--- src/rtl/serial_frame_decoder.sv ---
module serial_frame_decoder #(
  parameter int DIV_W = 16,
  parameter int OVS   = 16,
  parameter int MAXB  = 9
) (
  input  logic             clk,
  input  logic             rst_n,
  input  logic             line_in,
  input  logic [DIV_W-1:0] baud_div,
  input  logic [3:0]       cfg_bits,
  input  logic [1:0]       cfg_stop,
  input  logic [1:0]       cfg_par,
  input  logic             cfg_msb_first,
  input  logic             cfg_invert,
  input  logic             cfg_addr_mode,
  output logic [MAXB-1:0]  rx_data,
  output logic             rx_valid,
  output logic             rx_addr,
  output logic             rx_par_err,
  output logic             rx_frame_err
);
  localparam int CW   = $clog2(2*OVS + 1);
  localparam int IW   = $clog2(MAXB + 1);
  localparam logic [CW-1:0] HALF_END = CW'(OVS/2 - 1);
  localparam logic [CW-1:0] SLOT_END = CW'(OVS - 1);
  localparam logic [CW-1:0] S15_END  = CW'(OVS + (OVS*3)/4 - 1);
  localparam logic [CW-1:0] S2_END   = CW'(2*OVS - 1);

  typedef enum logic [2:0] {S_IDLE, S_START, S_DATA, S_ADDR, S_PAR, S_STOP} state_t;

  logic [DIV_W-1:0] div_cnt;
  logic [1:0]       sync;
  logic             prev, abit, par_acc, perr, ferr;
  logic [CW-1:0]    cnt;
  logic [IW-1:0]    idx;
  logic [MAXB-1:0]  sh;
  state_t           st;

  wire [DIV_W-1:0] div_lim = (baud_div == '0) ? DIV_W'(1) : baud_div;
  wire             tick    = (div_cnt >= div_lim - DIV_W'(1));
  wire             ln      = sync[1] ^ cfg_invert;
  wire             par_on  = (cfg_par == 2'd1) || (cfg_par == 2'd2);
  wire [IW-1:0]    nbits   = (cfg_bits < 4'd5) ? IW'(5) :
                             (cfg_bits > 4'(MAXB)) ? IW'(MAXB) : IW'(cfg_bits);
  wire [CW-1:0]    stop_end = (cfg_stop == 2'd0) ? SLOT_END :
                              (cfg_stop == 2'd1) ? S15_END : S2_END;
  wire             slot_hit = (cnt == SLOT_END);
  wire             stop_chk = slot_hit || (cnt == stop_end);
  wire state_t     after_data = cfg_addr_mode ? S_ADDR : (par_on ? S_PAR : S_STOP);

  always_ff @(posedge clk) begin
    if (!rst_n) div_cnt <= '0;
    else if (tick) div_cnt <= '0;
    else div_cnt <= div_cnt + DIV_W'(1);
  end

  always_ff @(posedge clk) begin
    if (!rst_n) sync <= 2'b11;
    else sync <= {sync[0], line_in};
  end

  always_ff @(posedge clk) begin
    if (!rst_n) begin
      st <= S_IDLE;
      prev <= 1'b0;
      cnt <= '0;
      idx <= '0;
      sh <= '0;
      abit <= 1'b0;
      par_acc <= 1'b0;
      perr <= 1'b0;
      ferr <= 1'b0;
      rx_valid <= 1'b0;
      rx_data <= '0;
      rx_addr <= 1'b0;
      rx_par_err <= 1'b0;
      rx_frame_err <= 1'b0;
    end else begin
      rx_valid <= 1'b0;
      if (tick) begin
        prev <= ln;
        case (st)
          S_IDLE: if (prev && !ln) begin
            st  <= S_START;
            cnt <= '0;
          end
          S_START: if (cnt == HALF_END) begin
            cnt <= '0;
            if (ln) st <= S_IDLE;
            else begin
              st <= S_DATA;
              idx <= '0;
              sh <= '0;
              abit <= 1'b0;
              par_acc <= 1'b0;
              perr <= 1'b0;
              ferr <= 1'b0;
            end
          end else cnt <= cnt + CW'(1);
          S_DATA: if (slot_hit) begin
            cnt <= '0;
            par_acc <= par_acc ^ ln;
            if (cfg_msb_first) sh <= {sh[MAXB-2:0], ln};
            else sh <= sh | (MAXB'(ln) << idx);
            idx <= idx + IW'(1);
            if (idx == nbits - IW'(1)) st <= after_data;
          end else cnt <= cnt + CW'(1);
          S_ADDR: if (slot_hit) begin
            cnt <= '0;
            abit <= ln;
            par_acc <= par_acc ^ ln;
            st <= par_on ? S_PAR : S_STOP;
          end else cnt <= cnt + CW'(1);
          S_PAR: if (slot_hit) begin
            cnt <= '0;
            perr <= par_acc ^ ln ^ (cfg_par == 2'd2);
            st <= S_STOP;
          end else cnt <= cnt + CW'(1);
          S_STOP: begin
            if (stop_chk) ferr <= ferr | !ln;
            if (cnt == stop_end) begin
              st <= S_IDLE;
              cnt <= '0;
              rx_valid <= 1'b1;
              rx_data <= sh;
              rx_addr <= cfg_addr_mode & abit;
              rx_par_err <= perr;
              rx_frame_err <= ferr | !ln;
            end else cnt <= cnt + CW'(1);
          end
          default: st <= S_IDLE;
        endcase
      end
    end
  end
endmodule


--- config.mk ---
export PLATFORM = sky130hd
export DESIGN_NAME = serial_frame_decoder
export DESIGN_NICKNAME = d
export VERILOG_FILES = /design/src/rtl/serial_frame_decoder.sv
export SDC_FILE = /design/constraint.sdc
export NUM_CORES = 1
export LEC_CHECK = 0
export BUFFER_PORTS_ARGS = -buffer_cell sky130_fd_sc_hd__buf_2
export CORE_MARGIN = 3
export CORE_UTILIZATION = 60
export CTS_CLUSTER_SIZE = 8
export DETAILED_ROUTE_END_ITERATION = 16
export GPL_ROUTABILITY_DRIVEN = 0
export GPL_TIMING_DRIVEN = 0
export PLACE_DENSITY = 0.92
export SYNTH_ARGS = -nofsm -noshare
export SYNTH_HDL_FRONTEND = slang
export SYNTH_SLANG_ARGS = --single-unit
export TNS_END_PERCENT = 10
--- constraint.sdc ---
create_clock -name clk -period 9 [get_ports clk]
set_input_delay 1.8 -clock clk [delete_from_list [all_inputs] [get_ports clk]]
set_output_delay 1.8 -clock clk [all_outputs]
set_load 0.02 [all_outputs]
==> flow_summary.toml <==
[floorplanning]
start_util_pct = 64.0
design.die.area_um2 = 7060
die_h_um = 84.0
rows = 27
ios = 43
core-area_um2 = 5710
die_w_um = 84.0

[place]
hpwl_um = 6250
portBuffers = 41
placed_cells = 534

[finish]
diodes = 0
area_growth_pct = 14.0
layout_commonest_cell = "dfxtp_1"
layout.cells.most_common_list = "dfxtp_1, nor2_1, buf_2, nand2_1, a21oi_1"
multi_input_comb_area_um2 = 2370
drive_gt1_share_pct = 16.1
nets = 525
fin_cells = 549
final-seq-area_um2 = 1160
fillers = 441

[timing]
skew_ps = 6.39
worst_slew_margin_rel_pct = 39.6
drv_slew = 0
grt_setup_unrepaired = "false"
fmax_mhz = 164
finalHoldViolCount = 0
worstMarginPinSlew_ps = 884
finalSetupTns_ps = 0
fin_crit_sh_pct = 67.8
setup_violations = 0
final.min_clock_period_ps = 6100
holdWs_ps = 418

[grt]
grt_usage_pct = 23.7
grt.overflow.total = 0
grt_pass1_wl_um = 13800
antenna_found_initial = 0
grt_max_degree = 11
grt_pass1_vias = 3115

[power]
p_int_mw = 0.437
p_comb_share_pct = 7.5
power_frac_clock_pct = 46.8
switchingPower_mw = 0.132
ir_drop_uv = 115
p_leak_nw = 1.61
p_seq_share_pct = 45.7
netSwitchingFraction_pct = 23.2
p_per_area_nw_per_um2 = 137

[routing]
routed_wl_um = 8440
wire_per_inst_um = 15.4
num_vias = 3310
detail-route-antenna-nets = 0
via_per_inst = 6.03
drcViolationCount = 0
dr.first_iter.drc_count = 244
firstDrtPassIters = 4

[worst_setup_path]
crit_required_ps = 9280
critPathMaxFanout = 10
cp.arrival_ps = 6380
critical_path_class = "primary input to flop"
cp-start-kind = "primary input"
cp-end-kind = "flop"

[synth]
synth_cell_types = 67
syn_nets = 473
synth_area_um2 = 3650
synth-main-ff-cell = "dfxtp_1"
synth_warnings = 0
synth-seq-area-share_pct = 31.8
synth_seq_cells = 58
syn_inst = 421
postSynth.asyncResetShare_pct = 0
avgSynthCellArea_um2 = 8.68
synth-edff-count = 0

[cts]
htreeDepth = 3
post_cts_buffers = 0
clk_pin_slew_ps = 70
clock_latency_ps = 340
clockBufferDepth = 2
cts_resized = 0
root_buffer = "clkbuf_8"
cts_buffers = 9
cts_hold_buffers = 0
clock-sinks = 58
cts_tree = "yes"

[min_path]
min_path_type = "flop to flop"

[status]
status = "finished clean"

[job]
max-cap-violations = 0
## sequential cells by signal, indices dropped and copies added, names as in the netlist
signal / cells
div_cnt: 16
rx_data: 9
sh: 9
cnt: 6
idx: 4
st: 3
sync: 2
abit: 1
ferr: 1
par_acc: 1
perr: 1
prev: 1
rx_addr: 1
rx_frame_err: 1
rx_par_err: 1
rx_valid: 1
## cell usage after synthesis, drive strengths merged, types with 7 or more instances
cell     n  area, um^2
a21oi   29         153
nand2b  11        68.8
inv      8        30.0
and2     8        51.3
ha      22         275
clkbuf  11        41.3
nor2    53         199
nand3   13        65.1
dfxtp   58        1160
nor2b   11        68.8
mux2i   15         150
o21ai    8        43.8
nand2   35         139
xnor2   19         166
nand4    7        43.8
nor3    11        55.1
o221a    9         101
xor2    12         105
## layout make-up
cell class	count	area share, %
Tap cell	72	2.16
Sequential cell	58	27.9
Clock buffer	10	3.31
Inverter	9	0.811
Timing Repair Buffer	41	4.93
Clock inverter	5	1.89
Multi-Input combinational cell	338	56.9
Buffer	16	2.10
## worst paths after layout
path         slack (ps)                     to                   from  cells past startpoint
max                2900  div_cnt[4]$_SDFF_PP0_            baud_div[9]                     20
min reg2reg         420     sync[1]$_SDFF_PN1_     sync[0]$_SDFF_PN1_                      1
max reg2reg        6050  div_cnt[4]$_SDFF_PP0_  div_cnt[0]$_SDFF_PP0_                     10
min                 420     sync[1]$_SDFF_PN1_     sync[0]$_SDFF_PN1_                      1
## worst max-delay path, stage by stage
cell and delay (ps):
buf_2 130, or4_1 580, nor3_1 320, and3_1 250, a21oi_1 100, ha_1 220
nand2b_1 90, nand2b_1 170, nand2b_1 180, nor4_1 80, xnor2_1 180, ha_1 260
nand4_1 190, nor3_1 110, a2111oi_4 600, and2_1 250, buf_2 220, nand2_1 200
clkbuf_1 280, nor2_1 160
## kinds of logic after synthesis
logic type                 after synthesis  synth area share [%]
adders and majority gates               22                  7.54
buffers and inverters                   25                  3.32
muxes                                   15                  4.11
xor gates and xnor gates                32                  8.05
and+or+nand+nor                        180                  25.7
DFF                                     58                  31.8
AOI/OAI and AO/OA                       89                  19.5
## stage by stage
| stage | area, um^2 | setup slack, ps | power [mW] | utilization, % |
|---|---|---|---|---|
| floorplan | 3650 | 3470 | 0.290 | - |
| global placement | 3950 | 2800 | 0.305 | 69.1 |
| detailed placement | 3950 | 2590 | 0.308 | 69.1 |
| CTS | 4160 | 2920 | 0.570 | 72.9 |
| global route | 4160 | 2580 | 0.587 | 72.9 |
| finish | 4160 | 2900 | 0.569 | 72.9 |
## layer usage
layer | vias to the layer above | global-route usage, % | part of all wire [%]
met5 | - | 0 | 0
met1 | 1556 | 28.9 | 45
li1 | 1640 | - | -
met4 | 0 | 7.16 | 1.5
met3 | 17 | 7.70 | 5.5
met2 | 97 | 39.3 | 48
## power by group through the flow
stage	Sequential, mW	Clock [mW]	Combinational, mW
after global routing	0.260	0.279	0.0478
after detailed placement	0.266	0	0.0419
after floorplan	0.265	0	0.0252
final	0.260	0.266	0.0426
after CTS	0.260	0.268	0.0424
after global placement	0.266	0	0.0396
(Power assumes the default switching activity.)
